### src/rtl/evt_cap_pkg.sv
package evt_cap_pkg;

  localparam int ST_PEND_BIT = 8;
  localparam int ST_ERR_BIT  = 9;
  localparam int ST_MODE_BIT = 14;

  typedef enum logic [2:0] {
    SEL_NONE = 3'd0,
    SEL_CTRL = 3'd1,
    SEL_STAT = 3'd2,
    SEL_TLO  = 3'd3,
    SEL_THI  = 3'd4
  } reg_sel_e;

  // Saturating increment with a caller-supplied ceiling.
  function automatic logic [15:0] sat_inc(input logic [15:0] v, input logic [15:0] ceil);
    sat_inc = (v >= ceil) ? ceil : v + 16'd1;
  endfunction

  // Status word layout: err at 9, pending at 8, count in 7:0, mode bit 14 fixed 0.
  function automatic logic [15:0] pack_status(input logic pend, input logic err,
                                              input logic [7:0] cnt);
    logic [15:0] s;
    s = 16'h0000;
    s[7:0] = cnt;
    s[ST_PEND_BIT] = pend;
    s[ST_ERR_BIT]  = err;
    s[ST_MODE_BIT] = 1'b0;
    pack_status = s;
  endfunction

endpackage

### src/rtl/evt_sync_edge.sv
module evt_sync_edge #(
  parameter int STAGES = 2
) (
  input  logic clk,
  input  logic rst_n,
  input  logic pin,
  output logic rise
);
  localparam int LAST = STAGES;

  logic [LAST:0] chain;

  genvar g;
  generate
    for (g = 0; g <= LAST; g++) begin : g_stage
      if (g == 0) begin : g_first
        always_ff @(posedge clk) begin
          if (!rst_n) chain[0] <= 1'b0;
          else        chain[0] <= pin;
        end
      end else begin : g_rest
        always_ff @(posedge clk) begin
          if (!rst_n) chain[g] <= 1'b0;
          else        chain[g] <= chain[g-1];
        end
      end
    end
  endgenerate

  // chain[LAST-1] is the synchronised pin, chain[LAST] its previous value
  assign rise = chain[LAST-1] & ~chain[LAST];
endmodule

### src/rtl/evt_capture_core.sv
module evt_capture_core
  import evt_cap_pkg::*;
#(
  parameter int TIME_W = 32,
  parameter int CNT_W  = 8
) (
  input  logic              clk,
  input  logic              rst_n,
  input  logic              evt_edge,
  input  logic              clr,
  input  logic              ow_allow,
  input  logic [TIME_W-1:0] time_in,
  output logic              pend,
  output logic              err,
  output logic [CNT_W-1:0]  cnt,
  output logic [TIME_W-1:0] cap_time
);
  localparam logic [15:0] CNT_CEIL = 16'((1 << CNT_W) - 1);

  logic              b_pend, b_err;
  logic [CNT_W-1:0]  b_cnt;
  logic              n_pend, n_err;
  logic [CNT_W-1:0]  n_cnt;
  logic [TIME_W-1:0] n_time;

  always_comb begin
    // a clear is applied first, so an event in the same cycle survives it
    b_pend = clr ? 1'b0 : pend;
    b_err  = clr ? 1'b0 : err;
    b_cnt  = clr ? '0   : cnt;
    n_pend = b_pend;
    n_err  = b_err;
    n_cnt  = b_cnt;
    n_time = cap_time;
    if (evt_edge) begin
      n_cnt = CNT_W'(sat_inc(16'(b_cnt), CNT_CEIL));
      if (!b_pend || ow_allow) begin
        n_time = time_in;
        n_pend = 1'b1;
      end else begin
        n_err = 1'b1;
      end
    end
  end

  always_ff @(posedge clk) begin
    if (!rst_n) begin
      pend     <= 1'b0;
      err      <= 1'b0;
      cnt      <= '0;
      cap_time <= '0;
    end else begin
      pend     <= n_pend;
      err      <= n_err;
      cnt      <= n_cnt;
      cap_time <= n_time;
    end
  end
endmodule

### src/rtl/evt_reg_shadow.sv
module evt_reg_shadow
  import evt_cap_pkg::*;
#(
  parameter int                REG_W    = 16,
  parameter int                TIME_W   = 32,
  parameter int                ADDR_W   = 4,
  parameter logic [ADDR_W-1:0] OFS_CTRL = 4'h8,
  parameter logic [ADDR_W-1:0] OFS_STAT = 4'h9,
  parameter logic [ADDR_W-1:0] OFS_TLO  = 4'hA,
  parameter logic [ADDR_W-1:0] OFS_THI  = 4'hB
) (
  input  logic              clk,
  input  logic              rst_n,
  input  logic              bus_en,
  input  logic              bus_we,
  input  logic [ADDR_W-1:0] bus_addr,
  input  logic [REG_W-1:0]  bus_wdata,
  input  logic [REG_W-1:0]  live_status,
  input  logic [TIME_W-1:0] cap_time,
  output logic [REG_W-1:0]  bus_rdata,
  output logic              irq_en,
  output logic              ow_allow,
  output logic              clr_req,
  output logic              snap_take,
  output logic [REG_W-1:0]  snap_lo,
  output logic [REG_W-1:0]  snap_hi
);
  localparam int HI_W = TIME_W - REG_W;

  reg_sel_e   sel;
  logic       rd_acc, wr_acc;
  logic [1:0] ctrl_q;

  always_comb begin
    unique case (bus_addr)
      OFS_CTRL: sel = SEL_CTRL;
      OFS_STAT: sel = SEL_STAT;
      OFS_TLO:  sel = SEL_TLO;
      OFS_THI:  sel = SEL_THI;
      default:  sel = SEL_NONE;
    endcase
  end

  assign rd_acc    = bus_en & ~bus_we;
  assign wr_acc    = bus_en &  bus_we;
  assign clr_req   = wr_acc & (sel == SEL_STAT);
  assign snap_take = rd_acc & (sel == SEL_STAT);
  assign irq_en    = ctrl_q[0];
  assign ow_allow  = ctrl_q[1];

  always_ff @(posedge clk) begin
    if (!rst_n) ctrl_q <= 2'b00;
    else if (wr_acc && sel == SEL_CTRL) ctrl_q <= bus_wdata[1:0];
  end

  always_ff @(posedge clk) begin
    if (!rst_n) begin
      snap_lo <= '0;
      snap_hi <= '0;
    end else if (snap_take) begin
      snap_lo <= cap_time[REG_W-1:0];
      snap_hi <= REG_W'(cap_time[TIME_W-1:REG_W]);
    end
  end

  always_ff @(posedge clk) begin
    if (!rst_n) begin
      bus_rdata <= '0;
    end else if (rd_acc) begin
      case (sel)
        SEL_CTRL: bus_rdata <= REG_W'(ctrl_q);
        SEL_STAT: bus_rdata <= live_status;
        SEL_TLO:  bus_rdata <= snap_lo;
        SEL_THI:  bus_rdata <= snap_hi;
        default:  bus_rdata <= '0;
      endcase
    end
  end

  if (HI_W > REG_W || HI_W < 1) begin : g_bad_split
    initial $error("time width must be between REG_W+1 and 2*REG_W");
  end
endmodule

### src/rtl/evt_capture_unit.sv
module evt_capture_unit
  import evt_cap_pkg::*;
#(
  parameter int TIME_W      = 32,
  parameter int REG_W       = 16,
  parameter int ADDR_W      = 4,
  parameter int CNT_W       = 8,
  parameter int SYNC_STAGES = 2
) (
  input  logic              clk,
  input  logic              rst_n,
  input  logic [TIME_W-1:0] time_in,
  input  logic              evt_pin,
  input  logic              bus_en,
  input  logic              bus_we,
  input  logic [ADDR_W-1:0] bus_addr,
  input  logic [REG_W-1:0]  bus_wdata,
  output logic [REG_W-1:0]  bus_rdata,
  output logic              irq
);
  logic              evt_edge;
  logic              clr_req, snap_take;
  logic              irq_en, ow_allow;
  logic              st_pend, st_err;
  logic [CNT_W-1:0]  st_cnt;
  logic [TIME_W-1:0] cap_time;
  logic [REG_W-1:0]  live_status;
  logic [REG_W-1:0]  snap_lo, snap_hi;

  evt_sync_edge #(.STAGES(SYNC_STAGES)) u_sync (
    .clk(clk), .rst_n(rst_n), .pin(evt_pin), .rise(evt_edge)
  );

  evt_capture_core #(.TIME_W(TIME_W), .CNT_W(CNT_W)) u_core (
    .clk(clk), .rst_n(rst_n), .evt_edge(evt_edge), .clr(clr_req),
    .ow_allow(ow_allow), .time_in(time_in),
    .pend(st_pend), .err(st_err), .cnt(st_cnt), .cap_time(cap_time)
  );

  assign live_status = REG_W'(pack_status(st_pend, st_err, 8'(st_cnt)));

  evt_reg_shadow #(.REG_W(REG_W), .TIME_W(TIME_W), .ADDR_W(ADDR_W)) u_regs (
    .clk(clk), .rst_n(rst_n), .bus_en(bus_en), .bus_we(bus_we),
    .bus_addr(bus_addr), .bus_wdata(bus_wdata), .live_status(live_status),
    .cap_time(cap_time), .bus_rdata(bus_rdata), .irq_en(irq_en),
    .ow_allow(ow_allow), .clr_req(clr_req), .snap_take(snap_take),
    .snap_lo(snap_lo), .snap_hi(snap_hi)
  );

  assign irq = st_pend & irq_en;
endmodule

### config.mk
export PLATFORM = sky130hd
export DESIGN_NAME = evt_capture_unit
export DESIGN_NICKNAME = d
export VERILOG_FILES = /design/src/rtl/evt_cap_pkg.sv /design/src/rtl/evt_sync_edge.sv /design/src/rtl/evt_capture_core.sv /design/src/rtl/evt_reg_shadow.sv /design/src/rtl/evt_capture_unit.sv
export SDC_FILE = /design/constraint.sdc
export NUM_CORES = 1
export LEC_CHECK = 0
export ABC_CLOCK_PERIOD_IN_PS = 1300
export BUFFER_PORTS_ARGS = -buffer_cell sky130_fd_sc_hd__clkbuf_2
export CAP_MARGIN = 5
export CORE_UTILIZATION = 40
export CTS_CLUSTER_DIAMETER = 60
export CTS_CLUSTER_SIZE = 14
export DETAILED_ROUTE_END_ITERATION = 6
export PLACE_DENSITY_LB_ADDON = 0.05
export SLEW_MARGIN = 20
export SYNTH_ARGS = -nofsm -noshare
export SYNTH_HDL_FRONTEND = slang
export SYNTH_SLANG_ARGS = --single-unit
### constraint.sdc
create_clock -name clk -period 1.3 [get_ports clk]
set_input_delay 0.065 -clock clk [delete_from_list [all_inputs] [get_ports clk]]
set_output_delay 0.065 -clock clk [all_outputs]
set_load 0.02 [all_outputs]
# After elaboration in Yosys (flattened, before gate mapping)
# Cells that the tools add are included.
word_totals:
  ff_bits: 95
  inputBits: 57
  out_inout_bits: 17
  elab_cells: 44
classes:
  add_sub_neg: 1
  order_cmp: 1
  n_eq_ne: 8
  mux: 11
  bitwise_logic: 8
  n_reduce_logical: 4
ops:
  columns: ["cell", "n"]
  rows:
  - ["$pmux W16 S4", 1]
  - ["$mux W8", 3]
  - ["$eq A4 B4 Y1 const B", 4]
  - ["$pmux W3 S4", 1]
  - ["$add A8 B1 Y8 const B", 1]
  - ["$ge A8 B8 Y1 const B", 1]
  - ["$and A1 B1 Y1", 6]
  - ["$eq A3 B2 Y1 const B", 2]
  - ["$mux W1", 6]
  - ["$eq A3 B1 Y1 const B", 1]
  - ["$eq A3 B3 Y1 const B", 1]
  - ["$not A1 Y1", 2]
  - ["$reduce_and A2 Y1", 1]
  - ["$logic_and A1 B1 Y1", 1]
  - ["$logic_not A1 Y1", 1]
  - ["$logic_or A1 B1 Y1", 1]

# Longest topological paths before layout
# Gate-level depths: netlist of run 1.
depth:
  word_depth: 9
  depth_mapped: 7
  ltp_nobuf: 4

# Modules after synthesis
# From an unflattened synthesis of run 1, not the netlist that was laid out.
unflattened:
  hier_cells: 453
  hier_area_um2: 4330.4
modules_own_cells:
  columns: ["module", "instances", "cells_each", "area_per_inst_um2", "seq_area_each_um2"]
  rows:
  - ["evt_reg_shadow", 1, 243, 2224.6, 1001.0]
  - ["evt_capture_core", 1, 201, 2003.2, 840.8]
  - ["evt_sync_edge", 1, 7, 92.6, 60.1]
  - ["evt_capture_unit", 1, 2, 10.0, 0.0]

# Worst setup path after synthesis of run 1
# Ideal clock, no wire load.
synth_timing:
  path_kind: "register to register"
  from: "register u_sync.chain[2]"
  to: "register u_core.cap_time[23]"
  setup_ns: 0.069
  arrival_time_ns: 1.177
  t_required_ns: 1.231
  path_slack_ns: 0.054
  stages_incl_launch_ff: 6
  n_path_buf: 1
  synth_period_minus_slack_ns: 1.246
  cell_sequence: "dfxtp_1 nand4bb_1 o32ai_4 buf_2 nand3_1 o21ai_1"
synth_via:
  elab_chain_cells: 3
synth_rtl:
  columns: ["element", "line_no", "source"]
  rows:
  - ["from (decl)", "evt_sync_edge.sv:11", "logic [LAST:0] chain;"]
  - ["from (signal, indexed assignment)", "evt_sync_edge.sv:24", "else chain[g] <= chain[g-1];"]
  - ["$not A1 Y1", "evt_sync_edge.sv:31", "assign rise = chain[LAST-1] & ~chain[LAST];"]
  - ["$and A1 B1 Y1", "evt_sync_edge.sv:31", null]
  - ["$reduce_and A2 Y1 (no source line)", null, null]
  - ["to (signal assigned)", "evt_capture_core.sv:56", "cap_time <= n_time;"]
  - ["to (decl)", "evt_capture_core.sv:16", "output logic [TIME_W-1:0] cap_time"]
# No other way between the ends.
# A chain may end at the register's enable or synchronous reset.

# Worst setup path after layout of run 1
layout_timing:
  from: "register u_sync.chain[1]"
  to: "register u_core.cap_time[17]"
layout_via:
  elab_chain_cells: 2
layout_rtl:
  columns: ["element", "line_no"]
  rows:
  - ["$and A1 B1 Y1", "evt_sync_edge.sv:31"]
  - ["$reduce_and A2 Y1 (no source line)", null]
# No other way between the ends.

==> flow_metrics.tcl, run 1 <==
set metrics [dict create \
    status "finished with violations" \
    violations "setup timing" \
    gp_congestion 0.7662 \
    final_cells 675 \
    setup_slack_ps -1.073 \
    clk_pin_slew_ps 90 \
    avgSynthCellArea_um2 8.659 \
    antennaDiodeCount 0 \
    fmax_mhz 768.6 \
    num_vias 3312 \
    cts_tree "built" \
    drtPass1Iterations 4 \
    track_usage_pct 20.17 \
    drive_above_1_share_pct 25.27 \
    fin_skew_ps 8.500 \
    cts_buffers 9 \
    p_total_w 0.005477 \
    dp.cells 619 \
    core_area_um2 9240 \
    syn_nets 499 \
    worstHoldEndpoint "u_regs.ctrl_q[1]$_SDFFE_PN0P_" \
    drt_iter0_markers 129 \
    hold_violations 0 \
    fin_nets 598 \
    place_ws_ps -38.41 \
    peakVddDrop_mv 0.4402 \
    vias_per_cell 4.907 \
    rr_endpoint "u_core.cap_time[17]$_SDFFE_PN0P_" \
    cp_slowest_stage_delay_ps 390 \
    portBuffers 59 \
    fp.dieH_um 99.82 \
    r2r_slack_ps -1 \
    final_antenna_net_count 0 \
    r2r_cells 6 \
    yosys.area.top_type "dfxtp_1" \
    syn_area_um2 3827 \
    synth_top_area_share_pct 49.69 \
    ys_ff_latch 95 \
    rows 35 \
    clockBufferDepth 2 \
    crit_path_max_fanout 8 \
    grt_max_degree 90 \
    wl_um 9530 \
    initial_core_util_pct 41.42 \
    setup_viol 2 \
    crit_path_start_kind "flip-flop" \
    htree_levels 3 \
    grt_pass1_vias 3153 \
    hold_path.class "input port to flip-flop" \
    finalSetupTns_ps -1.762 \
    maxSlewViolCount 0 \
    p_leak_nw 1.922 \
    seq_area_frac_synth_pct 49.69 \
    wire_per_inst_um 14.12 \
    worst_setup_path_end_kind "flip-flop" \
    criticalPathCategory "flip-flop to flip-flop" \
    ctsRootBufferMaster "clkbuf_8" \
    synth_area_leaders "dfxtp_1 (50%), nand2_1 (11%), a21boi_1 (5.9%), nand3_1 (4.7%), o21ai_1 (3.8%)" \
    yosysWarnings 0 \
    antenna_found_initial 0 \
    dpl.hpwl_um 5670 \
    die_w_um 99.82 \
    maxSlewHeadroom_pct 77.15 \
    clock-sinks 95 \
    finalCriticalPeriod_ps 1301 \
    max-cap-violations 0 \
    dieArea_um2 9964 \
    critical_path_arrival_ps 1610 \
    yosysUniqueCellTypes 40 \
    worstHoldStart "rst_n" \
    crit_family "buffers and inverters" \
    areaGrowthSynthToFinish_pct 33.41 \
    grt_overflow 0 \
    power.density_nw_per_um2 1073 \
    grt_pass1_wl_um 15390 \
    path_cells "inv_4, o32ai_4, buf_6, clkbuf_16, nand3_2, o21ai_1" \
    required_ps 1610 \
    reg2reg_from "u_sync.chain[1]$_SDFF_PN0_" \
    io-pin-count 74 \
    worst_pin_slew_ps 333.2 \
    slowest_stage "dfxtp_4" \
    synth_cells 442 \
    worst-path-buf-inv 3 \
    whs_path_depth 2 \
    fin_crit_sh_pct 100.1 \
    clock_latency_ps 370 \
    rsz0062_at_grt "yes" \
    post-route-drc-count 0 \
]
## worst max-delay path by stage
stage                                     from                          endpoint  slack [ps]  depth (start not counted)
finish              u_sync.chain[1]$_SDFF_PN0_  u_core.cap_time[17]$_SDFFE_PN0P_          -1                          6
global route        u_sync.chain[1]$_SDFF_PN0_   u_core.cap_time[5]$_SDFFE_PN0P_         -70                          6
detailed placement  u_sync.chain[2]$_SDFF_PN0_  u_core.cap_time[11]$_SDFFE_PN0P_         -40                          5
floorplan           u_sync.chain[2]$_SDFF_PN0_  u_core.cap_time[23]$_SDFFE_PN0P_          50                          5
CTS                 u_sync.chain[2]$_SDFF_PN0_   u_core.cap_time[3]$_SDFFE_PN0P_           2                          5
global placement                   bus_addr[3]    u_regs.snap_hi[6]$_SDFFE_PN0P_          -3                          6
## routing by layer
layer	wire length, µm	vias up	share of wire [%]	track usage (%)
met5	0	-	0	0
met2	4236	71	44	31.99
met3	331	11	3.5	2.855
met1	4810	1514	50	27.77
li1	-	1716	-	-
met4	152	0	1.6	8.032
## worst reg2reg max path, cell delays in order, from the launching register on
cell and delay [ps]:
dfxtp_4 390, inv_4 40, o32ai_4 280, buf_6 200, clkbuf_16 180, nand3_2 70, o21ai_1 80
## cell usage after synthesis
| master | count |
|---|---|
| mux4_2 | 1 |
| buf_6 | 3 |
| nand3_1 | 36 |
| a22o_1 | 1 |
| o21ai_0 | 14 |
| or3_1 | 1 |
| nor3b_1 | 1 |
| and2_1 | 12 |
| inv_2 | 1 |
| a311oi_1 | 1 |
| nor3_1 | 2 |
| and3_1 | 1 |
| buf_4 | 6 |
| a21boi_0 | 2 |
| dfxtp_1 | 95 |
| o21a_1 | 3 |
| nand4bb_1 | 1 |
| o32ai_4 | 1 |
| a31oi_1 | 3 |
| mux2i_1 | 9 |
| nor2_1 | 8 |
| a22oi_1 | 8 |
| o21bai_1 | 1 |
| nand4_1 | 1 |
| nand2_1 | 114 |
| a211oi_1 | 1 |
| a21oi_1 | 5 |
| nand2b_1 | 2 |
| nand4b_1 | 2 |
| a21boi_1 | 30 |
| inv_1 | 2 |
| nor2b_1 | 7 |
| clkbuf_1 | 13 |
| a311o_1 | 1 |
| mux2_2 | 8 |
| buf_1 | 2 |
| o31ai_1 | 6 |
| buf_2 | 7 |
| o21ai_1 | 29 |
| and4b_1 | 1 |
## per-stage QoR
stage | utilization (%) | hold slack (ps) | instance area [µm²]
floorplan | - | 192.3 | 3827
global placement | 46.82 | 278.7 | 4327
detailed placement | 46.82 | 287.0 | 4327
CTS | 53.88 | 72.63 | 4979
global route | 55.26 | 79.88 | 5106
finish | 55.26 | 74.68 | 5106
## placed cells by master, fill, tap and decap left out, drive strengths merged, types with 3 or more instances in the layout
master / synthesis / final
mux2i: 9 / 9
a31oi: 3 / 3
a22oi: 8 / 8
o21ai: 43 / 43
nand2: 114 / 114
clkbuf: 13 / 70
nand3: 36 / 36
o21a: 3 / 3
mux2: 8 / 8
nor2: 8 / 8
and2: 12 / 12
dfxtp: 95 / 95
a21oi: 5 / 5
inv: 3 / 4
a21boi: 32 / 32
o31ai: 6 / 6
buf: 18 / 24
dlygate4sd3: 0 / 35
nor2b: 7 / 7
clkinv: 0 / 3
## repair_timing
item,CTS,global route
setup endpoints to repair,32,37
hold buffers,35,0
hold endpoints to repair,35,0
buffers inserted,2,0
resized for setup,7,32
pin swaps,1,21
cloned,2,2
## flip-flops by register name, indices dropped and copies added, names as in the netlist
register / cells
u_core.cap_time: 32
u_regs.bus_rdata: 16
u_regs.snap_hi: 16
u_regs.snap_lo: 16
u_core.cnt: 8
u_sync.chain: 3
u_regs.ctrl_q: 2
u_core.err: 1
u_core.pend: 1
## power breakdown
part           total, W  switching (W)  leakage [nW]  internal (W)
clock           0.00203        0.00108         0.103      0.000952
combinational  0.000473       0.000225          1.05      0.000247
sequential      0.00298      0.0000269         0.771       0.00295
## layout make-up
class | instances | area (µm²)
clock buffers | 10 | 137.6
clock inverters | 6 | 68.82
fillers | 876 | 4134
inverters | 3 | 13.76
multi-input cells | 313 | 1853
flip-flops and latches | 95 | 1913
well taps | 129 | 161.4
repair buffers | 119 | 958.4
## cell families (layout without fill, tap and decap cells)
kind of cell    count (synthesis)  after routing  share of synthesized area [%]
compound gates                106            106                          18.21
buf+inv                        34            138                          4.740
flops                          95             95                          49.69
mux                            18             18                          5.296
simple gates                  189            189                          22.07
No activity file was read; power rests on OpenSTA's default activity.
==> run 2: changes to the inputs <==
--- a/config.mk
+++ b/config.mk
@@ -7,12 +7,13 @@
 export LEC_CHECK = 0
 export ABC_CLOCK_PERIOD_IN_PS = 1300
 export BUFFER_PORTS_ARGS = -buffer_cell sky130_fd_sc_hd__clkbuf_2
-export CAP_MARGIN = 5
+export CAP_MARGIN = 20
 export CORE_UTILIZATION = 40
 export CTS_CLUSTER_DIAMETER = 60
 export CTS_CLUSTER_SIZE = 14
 export DETAILED_ROUTE_END_ITERATION = 6
 export PLACE_DENSITY_LB_ADDON = 0.05
+export REMOVE_ABC_BUFFERS = 1
 export SLEW_MARGIN = 20
 export SYNTH_ARGS = -nofsm -noshare
 export SYNTH_HDL_FRONTEND = slang
==> run 2 against run 1 <==
Against the previous run:
- the flow still finishes with violations (setup timing)
- sequential cell count stayed put
- largest power group unchanged
- non-clock buffer count is 12 higher
- total power is 2.6% lower
- cell area is 2.9% higher
- critical path type unchanged
- global-route usage is 0.49 points lower
- combinational power is 9.9% higher
- count of clock-buffer cells in the layout is 2 higher
- utilization is 1.6 points higher
- critical path depth stayed put
- sequential share of layout area is 1.1 points lower
- via count is 1.6% higher
- fmax is 2.3% lower
==> flow_metrics.tcl, run 2 (synthesis results as in run 1) <==
set metrics [dict create \
    crit_path_max_fanout 7 \
    wire_per_inst_um 14.01 \
    r2r_cells 6 \
    fin_crit_sh_pct 102.4 \
    seq_area_um2 1911 \
    critical_path_arrival_ps 1630 \
    rows 35 \
    grt_overflow 0 \
    r2r_slack_ps -30 \
    clockBufferDepth 2 \
    criticalPathCategory "flip-flop to flip-flop" \
    reg2reg_from "u_sync.chain[1]$_SDFF_PN0_" \
    cts_buffers 9 \
    worst_setup_path_end_kind "flip-flop" \
    dpl.hpwl_um 5715 \
    post-route-drc-count 0 \
    whs_path_depth 2 \
    fin_nets 610 \
    areaGrowthSynthToFinish_pct 37.23 \
    finalCriticalPeriod_ps 1331 \
    drtPass1Iterations 4 \
    final_common_cell "nand2_1" \
    power.density_nw_per_um2 1015 \
    nFillCells 859 \
    fmax_mhz 751.1 \
    cp_slowest_stage_delay_ps 390 \
    final_antenna_net_count 0 \
    gp_congestion 0.7611 \
    clock-sinks 95 \
    antenna_found_initial 0 \
    multi_input_area_um2 1912 \
    io-pin-count 74 \
    peakVddDrop_mv 0.5987 \
    ctsRootBufferMaster "clkbuf_8" \
    p_leak_nw 1.964 \
    fin_area_um2 5253 \
    num_vias 3364 \
    violations "setup timing" \
    worstHoldStart "rst_n" \
    status "finished with violations" \
    grt_max_degree 54 \
    rr_endpoint "u_core.cap_time[21]$_SDFFE_PN0P_" \
    rsz0062_at_grt "yes" \
    hold_violations 0 \
    maxSlewHeadroom_pct 63.27 \
    die_w_um 99.82 \
    grt_pass1_wl_um 15150 \
    fin_skew_ps 10.87 \
    required_ps 1600 \
    setup_slack_ps -31.32 \
    maxSlewViolCount 0 \
    worst_pin_slew_ps 550.9 \
    dpl_cell_area_um2 4369 \
    setup_viol 13 \
    hold_path.class "input port to flip-flop" \
    cts_tree "built" \
    path_cells "inv_4, o32ai_4, buf_12, clkbuf_16, nand3_2, o21ai_1" \
    clock_latency_ps 360 \
    clk_pin_slew_ps 90 \
    p_total_w 0.005333 \
    largest_reg_flops 32 \
    core_area_um2 9240 \
    layout_common_cells "nand2_1 (114), dfxtp_1 (92), clkbuf_2 (58), dlygate4sd3_1 (35), a21boi_1 (30)" \
    track_usage_pct 19.69 \
    vias_per_cell 4.897 \
    grt_pass1_vias 3033 \
    dieArea_um2 9964 \
    initial_core_util_pct 41.42 \
    crit_path_start_kind "flip-flop" \
    htree_levels 3 \
    slowest_stage "dfxtp_4" \
    drt_iter0_markers 100 \
    drive_above_1_share_pct 28.14 \
    portBuffers 59 \
    wl_um 9622 \
    regMostFlops "u_core.cap_time" \
    antennaDiodeCount 0 \
    worstHoldEndpoint "u_regs.ctrl_q[0]$_SDFFE_PN0P_" \
    max-cap-violations 0 \
    fp.dieH_um 99.82 \
]
[run 2: cell types whose count changed in the layout (fill, tap and decap cells not counted), sizes merged]
cell / before / now
clkbuf: 70 / 73
bufinv: 1 / 0
buf: 24 / 35
inv: 4 / 3
[run 2: critical path: cells and delay by family, from the launching register on]
| family | cells | cell delay (ps) |
|---|---|---|
| buffers and inverters | 3 | 410 |
| DFF | 1 | 390 |
| AOI/OAI and AO/OA | 2 | 400 |
| and+or+nand+nor | 1 | 60 |
[run 2: timing repair]
item | 4_1_cts | 5_1_grt
hold buffers | 35 | 0
cloned | 2 | 4
hold endpoints to repair | 35 | 0
setup buffers | 2 | 0
pin swaps | 1 | 27
endpoints found under the setup margin | 31 | 36
gates resized for setup | 11 | 36
[run 2: worst max-delay path by stage]
stage          cells after the start                        from  slack (ps)                               end
2_1_floorplan                      3      u_core.pend$_SDFF_PN0_        -700   u_core.cap_time[0]$_SDFFE_PN0P_
3_3_place_gp                       6                 bus_addr[0]         -30   u_regs.snap_hi[13]$_SDFFE_PN0P_
3_5_place_dp                       6                 bus_addr[0]         -40   u_regs.snap_hi[14]$_SDFFE_PN0P_
4_1_cts                            6  u_sync.chain[2]$_SDFF_PN0_         -30   u_core.cap_time[8]$_SDFFE_PN0P_
5_1_grt                            6  u_sync.chain[1]$_SDFF_PN0_         -90  u_core.cap_time[29]$_SDFFE_PN0P_
6_report                           6  u_sync.chain[1]$_SDFF_PN0_         -30  u_core.cap_time[21]$_SDFFE_PN0P_
[run 2: area by class of cell]
class | count | share of cell area [%]
multi-input cells | 313 | 36.40
flip-flops and latches | 95 | 36.37
repair buffers | 131 | 20.37
well taps | 129 | 3.073
clock buffers | 12 | 2.954
clock inverters | 4 | 0.5717
inverters | 3 | 0.2620
[run 2: layer usage]
layer / vias up / routed length, µm / global-route usage (%)
met5: - / 0 / 0
li1: 1736 / - / -
met1: 1561 / 4573 / 26.29
met2: 57 / 4675 / 31.67
met4: 0 / 119 / 6.900
met3: 10 / 252 / 3.969
[run 2: power by group]
group	switching, W	internal, W
Combinational	0.000249	0.000271
Clock	0.00103	0.000806
Sequential	0.0000244	0.00295
Total	0.00131	0.00403
[run 2: through the flow]
step	TNS [ps]	hold WS [ps]	setup WS, ps	cells	utilization (%)
floorplan	-28300	182.5	-701.6	411	-
global placement	-205.2	272.4	-31.13	628	47.29
detailed placement	-1091	274.9	-44.92	628	47.29
CTS	-275.2	28.94	-34.06	683	54.27
global route	-2502	25.38	-92.55	687	56.85
finish	-148.1	41.46	-31.32	687	56.85
==> run 3: changes to the inputs <==
--- a/config.mk
+++ b/config.mk
@@ -6,7 +6,7 @@
 export NUM_CORES = 1
 export LEC_CHECK = 0
 export ABC_CLOCK_PERIOD_IN_PS = 1300
-export BUFFER_PORTS_ARGS = -buffer_cell sky130_fd_sc_hd__clkbuf_2
+export BUFFER_PORTS_ARGS = -buffer_cell sky130_fd_sc_hd__buf_4
 export CAP_MARGIN = 20
 export CORE_UTILIZATION = 40
 export CTS_CLUSTER_DIAMETER = 60
==> run 3 against run 2 <==
Against the previous run:
- the flow still finishes with violations (setup timing)
- fmax shrank 0.59%
- die area is the same
- combinational power rose by 4.4%
- utilization is 1.0 points higher
- cell area grew 1.8%
- highest routed layer unchanged
==> flow_metrics.tcl, run 3 (synthesis results as in run 1) <==
set metrics [dict create \
    whs_path_depth 3 \
    fp.dieH_um 99.82 \
    rr_endpoint "u_core.cap_time[5]$_SDFFE_PN0P_" \
    setup_slack_ps -39.27 \
    io-pin-count 74 \
    seqPwrFrac_pct 53.4 \
    p_leak_nw 1.987 \
    criticalPathCategory "flip-flop to flip-flop" \
    initial_core_util_pct 41.42 \
    grt_max_degree 54 \
    power.internal_w 0.004296 \
    track_usage_pct 19.20 \
    clk_pin_slew_ps 90 \
    drt_iter0_markers 115 \
    p_clk_share_pct 36.8 \
    hold_path.class "input port to flip-flop" \
    nFillCells 843 \
    largest_reg_flops 32 \
    dieArea_um2 9964 \
    cts_tree "built" \
    swShare_pct 22.85 \
    critPathLaunch "u_sync.chain[1]$_SDFF_PN0_" \
    wl_um 9644 \
    drive_above_1_share_pct 26.35 \
    fin_skew_ps 12.34 \
    critical_path_arrival_ps 1620 \
    antenna_found_initial 0 \
    grt_pass1_wl_um 14680 \
    finalSetupTns_ps -548.9 \
    max-cap-violations 0 \
    rsz0062_at_grt "yes" \
    fin_nets 606 \
    multi_input_area_um2 1871 \
    finalCriticalPeriod_ps 1339 \
    r2r_slack_ps -40 \
    seq_area_um2 1912 \
    crit_path_start_kind "flip-flop" \
    setup_viol 25 \
    final_common_cell "nand2_1" \
    core_area_um2 9240 \
    worstHoldEndpoint "u_regs.bus_rdata[3]$_SDFFE_PN0P_" \
    fin_crit_sh_pct 103.0 \
    required_ps 1580 \
    gp_congestion 0.7902 \
    wire_per_inst_um 14.12 \
    fmax_mhz 746.7 \
    worst_setup_path_end_kind "flip-flop" \
    peakVddDrop_mv 0.5125 \
    p_sw_w 0.001273 \
    num_vias 3340 \
    layout_common_cells "nand2_1 (114), dfxtp_1 (91), buf_4 (82), dlygate4sd3_1 (35)" \
    grt_pass1_vias 3057 \
    power.density_nw_per_um2 1042 \
    clockBufferDepth 2 \
    crit_path_max_fanout 7 \
    worstHoldStart "bus_addr[1]" \
    maxSlewHeadroom_pct 72.38 \
    r2r_cells 6 \
    htree_levels 3 \
    vias_per_cell 4.890 \
    portBuffers 59 \
    ctsRootBufferMaster "clkbuf_8" \
    p_total_w 0.005569 \
    worst_pin_slew_ps 414.3 \
    dpl.hpwl_um 5832 \
    die_w_um 99.82 \
    areaGrowthSynthToFinish_pct 39.69 \
    rows 35 \
    violations "setup timing" \
    final_antenna_net_count 0 \
    clock_latency_ps 350 \
    reg2reg_from "u_sync.chain[1]$_SDFF_PN0_" \
    status "finished with violations" \
    hold_violations 0 \
    drtPass1Iterations 4 \
    cts_buffers 9 \
    grt_overflow 0 \
    antennaDiodeCount 0 \
    clock-sinks 95 \
    regMostFlops "u_core.cap_time" \
    combPwrFrac_pct 9.8 \
    maxSlewViolCount 0 \
    post-route-drc-count 0 \
]
## run 3: changes by cell type in the layout (fill, tap and decap cells not counted), moves of 2 or more
cell        before  now
clkbuf_2        58    0
clkinvlp_4       1    3
nand3_1         10   20
clkinv_4         2    0
nand3_2         26   16
buf_4           27   82
## run 3: metrics by stage
step / hold slack [ps] / setup slack (ps) / utilization [%] / cells / instance area (µm²)
floorplan: 182.5 / -701.6 / - / 411 / 3657
global route: 55.40 / -101.3 / 57.86 / 683 / 5346
global placement: 273.5 / -10.03 / 48.64 / 625 / 4494
CTS: 51.96 / -70.41 / 55.99 / 680 / 5174
finish: 60.49 / -39.27 / 57.86 / 683 / 5346
detailed placement: 283.3 / -33.72 / 48.64 / 625 / 4494
## run 3: timing repair
item	CTS	global route
pin swaps	1	19
hold buffers	35	0
hold endpoints to repair	35	0
gates cloned	2	4
resized for setup	13	28
setup buffers	2	0
endpoints found under the setup margin	33	35
## run 3: power groups by stage
stage | Clock, W | Combinational [W] | Sequential [W]
after floorplan | 0 | 0.000126 | 0.00304
after global placement | 0 | 0.000384 | 0.00304
after detailed placement | 0 | 0.000389 | 0.00304
after CTS | 0.00212 | 0.000509 | 0.00297
after global routing | 0.00223 | 0.000583 | 0.00298
final | 0.00205 | 0.000543 | 0.00297
## run 3: layout make-up
cell class / instances / share of cell area, %
timing repair buffer: 127 / 21.90
clock inverter: 4 / 0.9829
inverter: 3 / 0.2574
sequential: 95 / 35.76
tap: 129 / 3.019
clock buffer: 12 / 3.089
multi-input combinational: 313 / 34.99
## run 3: layer usage
layer | global-route usage [%] | part of all wire [%] | up-vias
li1 | - | - | 1726
met1 | 24.34 | 47 | 1541
met2 | 32.25 | 48 | 61
met3 | 3.134 | 3.4 | 12
met4 | 8.484 | 1.8 | 0
met5 | 0 | 0 | -
## run 3: worst max-delay path by stage
stage,to,slack [ps],depth (start not counted)
3_5_place_dp,u_core.cap_time[6]$_SDFFE_PN0P_,-30,5
6_report,u_core.cap_time[5]$_SDFFE_PN0P_,-40,6
3_3_place_gp,u_regs.ctrl_q[0]$_SDFFE_PN0P_,-10,5
2_1_floorplan,u_core.cap_time[0]$_SDFFE_PN0P_,-700,3
4_1_cts,u_core.cap_time[6]$_SDFFE_PN0P_,-70,6
5_1_grt,u_core.cap_time[19]$_SDFFE_PN0P_,-100,6
## run 3: critical path: stages, from the launching register on
cell and delay, ps:
dfxtp_4 390, inv_4 40, o32ai_4 310, buf_12 200, buf_12 140, nand3_1 90
o21ai_1 80
